[src/rtl/nine_bit_cmd_framer.sv]
module nine_bit_cmd_framer #(
  parameter int DIV = 4
) (
  input  logic       clk,
  input  logic       rst_n,
  input  logic       cmd_valid,
  output logic       cmd_ready,
  input  logic [7:0] cmd_op,
  input  logic [1:0] cmd_nparm,
  input  logic [7:0] cmd_p0,
  input  logic [7:0] cmd_p1,
  output logic       spi_sclk,
  output logic       spi_mosi,
  output logic       spi_cs_n,
  output logic       done
);
  localparam int HALF = DIV / 2;
  localparam int GAP  = 2 * DIV;
  localparam int CW   = $clog2(GAP + 1);

  typedef enum logic [1:0] {S_IDLE, S_SHIFT, S_GAP} st_t;

  st_t          st;
  logic [CW-1:0] cnt;
  logic [5:0]   sent, total;
  logic [31:0]  sr, frame;
  logic         take;

  initial begin
    if (DIV < 2 || DIV % 2 != 0) $error("DIV must be even and at least 2");
  end

  assign cmd_ready = (st == S_IDLE);
  assign take      = cmd_valid && cmd_ready && (cmd_nparm != 2'd3);
  assign spi_mosi  = sr[31];
  assign frame     = {1'b0, cmd_op,
                      (cmd_nparm != 2'd0) ? {1'b1, cmd_p0} : 9'd0,
                      (cmd_nparm == 2'd2) ? {1'b1, cmd_p1} : 9'd0,
                      5'd0};

  always_ff @(posedge clk or negedge rst_n) begin
    if (!rst_n) begin
      st       <= S_IDLE;
      cnt      <= '0;
      sent     <= '0;
      total    <= '0;
      sr       <= '0;
      spi_sclk <= 1'b1;
      spi_cs_n <= 1'b1;
      done     <= 1'b0;
    end else begin
      done <= 1'b0;
      case (st)
        S_IDLE: begin
          if (take) begin
            st       <= S_SHIFT;
            sr       <= frame;
            total    <= {({1'b0, cmd_nparm} + 3'd2), 3'b000};
            sent     <= '0;
            cnt      <= '0;
            spi_cs_n <= 1'b0;
          end
        end
        S_SHIFT: begin
          if (cnt == CW'(HALF - 1)) begin
            cnt <= '0;
            if (spi_sclk) begin
              if (sent == total) begin
                spi_cs_n <= 1'b1;
                done     <= 1'b1;
                sr       <= '0;
                st       <= S_GAP;
              end else begin
                spi_sclk <= 1'b0;
                if (sent != 6'd0) sr <= {sr[30:0], 1'b0};
              end
            end else begin
              spi_sclk <= 1'b1;
              sent     <= sent + 6'd1;
            end
          end else begin
            cnt <= cnt + 1'b1;
          end
        end
        default: begin
          if (cnt == CW'(GAP - 1)) begin
            cnt <= '0;
            st  <= S_IDLE;
          end else begin
            cnt <= cnt + 1'b1;
          end
        end
      endcase
    end
  end

  assert_drop_bad_count_R3: assert property (@(posedge clk) disable iff (!rst_n)
    (cmd_valid && cmd_ready && cmd_nparm == 2'd3) |=> (spi_cs_n && cmd_ready));

  assert_clock_idles_high_R5: assert property (@(posedge clk) disable iff (!rst_n)
    spi_cs_n |-> spi_sclk);

  assert_data_stable_at_rise_R5: assert property (@(posedge clk) disable iff (!rst_n)
    $rose(spi_sclk) |-> $stable(spi_mosi));

  assert_no_accept_in_frame_R7: assert property (@(posedge clk) disable iff (!rst_n)
    !spi_cs_n |-> !cmd_ready);

  assert_done_at_cs_rise_R8: assert property (@(posedge clk) disable iff (!rst_n)
    done |-> (spi_cs_n && $past(!spi_cs_n)));

  assert_done_single_R8: assert property (@(posedge clk) disable iff (!rst_n)
    done |=> !done);
endmodule

[config.mk]
export PLATFORM = sky130hd
export DESIGN_NAME = nine_bit_cmd_framer
export DESIGN_NICKNAME = d
export VERILOG_FILES = /design/src/rtl/nine_bit_cmd_framer.sv
export SDC_FILE = /design/constraint.sdc
export NUM_CORES = 1
export LEC_CHECK = 0
export BUFFER_PORTS_ARGS = -buffer_cell sky130_fd_sc_hd__buf_2
export CAP_MARGIN = 20
export CORE_UTILIZATION = 40
export DETAILED_ROUTE_END_ITERATION = 10
export HOLD_SLACK_MARGIN = 0.02
export PLACE_DENSITY = 0.64
export SLEW_MARGIN = 15
export SYNTH_ARGS = -nofsm -noshare
export SYNTH_HDL_FRONTEND = slang
export SYNTH_SLANG_ARGS = --single-unit
[constraint.sdc]
create_clock -name clk -period 5.6 [get_ports clk]
set_input_delay 1.4 -clock clk [delete_from_list [all_inputs] [get_ports clk]]
set_output_delay 1.4 -clock clk [all_outputs]
set_load 0.02 [all_outputs]
==> metrics.txt <==
post-synthesis sequential area ratio=0.495; post_cts resized=0; number of vias per cell=5.36; final wirelength=approximately 4400 um; Avg Cell Area, Syn=11.3 um^2; Peak VDD IR=roughly 0.00019 V; YS warnings=0; max-cap viol count=0; # rows=27; RSZ-0062 raised after global routing=false; Psw=0.545 mW; Hold WS=between 400 and 500 ps; crit path max fanout=17; Final Max Slew Viols=0; postcts setup bufs=0; area grow syn2layout=14.8%; Netlist Area Pre-Place=roughly 2300 um^2; fillers=511; leakage=1.26 nW; CTS HTree Levels=2; Final Total Pwr=around 1.4 mW; Post-synth EDFFs=0; initial core utilization=0.414; Global Route Usage Sum=0.157; Mapped Cells=202; WS Path Type=input port to register; Die W=77.5 um; via count=1657; Req. time, crit path=slightly below 6000 ps; gr ovfl total=0; crit path DAT=3420 ps; first-pass GRT wire length=7390 um; Reg power frac=0.388; relative slew slack=0.382; Fin. Hold Viols=0; worst slew pin tran=roughly 920 ps; Worst-path clk slew=around 80 ps; minimum clock period=about 3200 ps; CP Cell Sequence=buf_2 > a21bo_2 > o21ai_0 > o211a_1 > buf_16 > mux2_1; core area=5510 um^2; largest net degree at the start of global routing=46; Int Pwr=0.824 mW; root buffer selected by CTS=clkbuf_8; initial antenna violation count=0; Layout Nets=269; CP Launch Type=input port; Clk Latency, worst-skew pair=310 ps; PwrDens=roughly 520 nW/um^2; 1st-iter DRT viols=126; clk_skew=9.23 ps; f_max=309 MHz; Clock Tree Buf Depth=2; Num CTS Buffers=5; final setup TNS=0 ps; CTS tree=built; Post-CTS Hold Fix Bufs=0; Final Cycle Share=0.578; GP Congestion=0.740; count of different cell masters after synthesis=45; Synth async-reset ratio=1.00; ys flop type=dfrtp_1; die area=6010 um^2; Worst path slowest cell=o211a_1; I/O pin count=34; n_diodes=0; critical path's largest stage delay=620 ps; Setup crit end kind=register; min-delay worst type=register to register; die extent in y=77.5 um; Pre-Repair DR Iteration Count=5; Post-DRT Antenna Nets=0; # clock sinks=45; switching share of power=0.398; post-route DRC violation count=0; post-DP HPWL=2980 um; combinational fraction of design power=0.461; Clk pwr share=0.151; Setup violations, final=0; Yosys reg bits=between 40 and 50; outcome=finished clean; IO Port Bufs=33; Synthesized Nets=235; DR WL/cell=14.4 um; number of global-route vias before repair=~1600; layout cells sized above 1=0.253
synthesized netlist by cell type (4+ instances only):
cell type	count	area [um^2]
mux2_2	7	78.8
ha_1	4	50.1
inv_1	12	45.0
dfrtp_1	43	1080
nor2_1	8	30.0
mux2i_1	8	80.1
a21oi_1	4	20.0
xor2_1	4	35.0
mux2_1	12	135
a22oi_1	4	30.0
nand3_1	6	30.0
o21ai_0	9	45.0
a22o_1	15	131
nand2_1	19	71.3
state kept, by name, indices dropped and copies added (netlist names):
signal	count
sr	27
sent	6
cnt	4
total	3
st	2
done	1
spi_cs_n	1
spi_sclk	1
area by class of cell:
| cell class | count | area [um^2] | area share |
|---|---|---|---|
| Sequential cell | 45 | 1130 | 0.431 |
| Clock buffer | 5 | 68.8 | 0.0263 |
| Inverter | 12 | 45.0 | 0.0172 |
| Clock inverter | 3 | 22.5 | 0.00860 |
| Timing Repair Buffer | 36 | 220 | 0.0841 |
| Multi-Input combinational cell | 136 | 1040 | 0.398 |
| Tap cell | 72 | 90.1 | 0.0344 |
layer usage:
layer / GRT usage / vias to the layer above / wire length (um)
met3: 0.0235 / 7 / 140
li1: - / 798 / -
met2: 0.240 / 36 / 1980
met1: 0.215 / 816 / 2230
met4: 0.0830 / 0 / 86
met5: 0 / - / 0
cells in the final DEF (no fill, tap or decap), types with 5 or more instances in the layout:
master | netlist | layout
inv_1 | 12 | 12
mux2_2 | 7 | 7
o21ai_0 | 9 | 9
buf_2 | 3 | 33
mux2i_1 | 8 | 8
nor2_1 | 8 | 8
clkbuf_8 | 0 | 5
dfrtp_1 | 43 | 43
mux2_1 | 12 | 12
nand3_1 | 6 | 6
a22o_1 | 15 | 15
nand2_1 | 19 | 19
power groups by stage:
stage          clock network (mW)  logic (mW)  registers, mW
2_1_floorplan                   0       0.509          0.523
3_3_place_gp                    0       0.600          0.535
3_5_place_dp                    0       0.606          0.537
4_1_cts                     0.213       0.608          0.531
5_1_grt                     0.226       0.699          0.547
6_report                    0.207       0.631          0.531
critical path: cells and delay by family:
| kind | cells | cell delay [ps] |
|---|---|---|
| mux | 1 | 340 |
| compound gates | 3 | 1320 |
| buf+inv | 2 | 350 |
per-stage QoR:
stage | utilization | std cells | instance area [um^2] | worst slack (ps)
2_1_floorplan | - | 202 | 2280 | 2710
3_3_place_gp | 0.450 | 299 | 2480 | 1890
3_5_place_dp | 0.450 | 299 | 2480 | 1820
4_1_cts | 0.467 | 307 | 2570 | 2150
5_1_grt | 0.476 | 309 | 2620 | 2290
6_report | 0.476 | 309 | 2620 | 2360
kinds of logic (layout without fill, tap and decap cells):
| group | Yosys count | count (layout) | synth area share |
|---|---|---|---|
| AOI/OAI and AO/OA | 51 | 51 | 0.174 |
| xor gates and xnor gates | 5 | 5 | 0.0225 |
| adders and majority gates | 4 | 4 | 0.0219 |
| buffers and inverters | 21 | 56 | 0.0477 |
| DFF | 45 | 45 | 0.495 |
| muxes | 27 | 27 | 0.129 |
| and+or+nand+nor | 49 | 49 | 0.110 |
final timing paths:
path | from | end | slack, ps | cells past startpoint
worst max-delay path | cmd_nparm[0] | sr[18]$_DFFE_PN0P_ | 2360 | 6
worst min-delay path | sr[15]$_DFFE_PN0P_ | sr[15]$_DFFE_PN0P_ | 500 | 1
worst max register to register | cnt[1]$_DFFE_PN0N_ | sr[18]$_DFFE_PN0P_ | 2900 | 7
worst min register to register | sr[15]$_DFFE_PN0P_ | sr[15]$_DFFE_PN0P_ | 500 | 1
max in group asynchronous | rst_n | spi_sclk$_DFFE_PN1P_ | 4100 | 2
min in group asynchronous | rst_n | sent[1]$_DFFE_PN0P_ | 960 | 1
(Power assumes the default switching activity.)
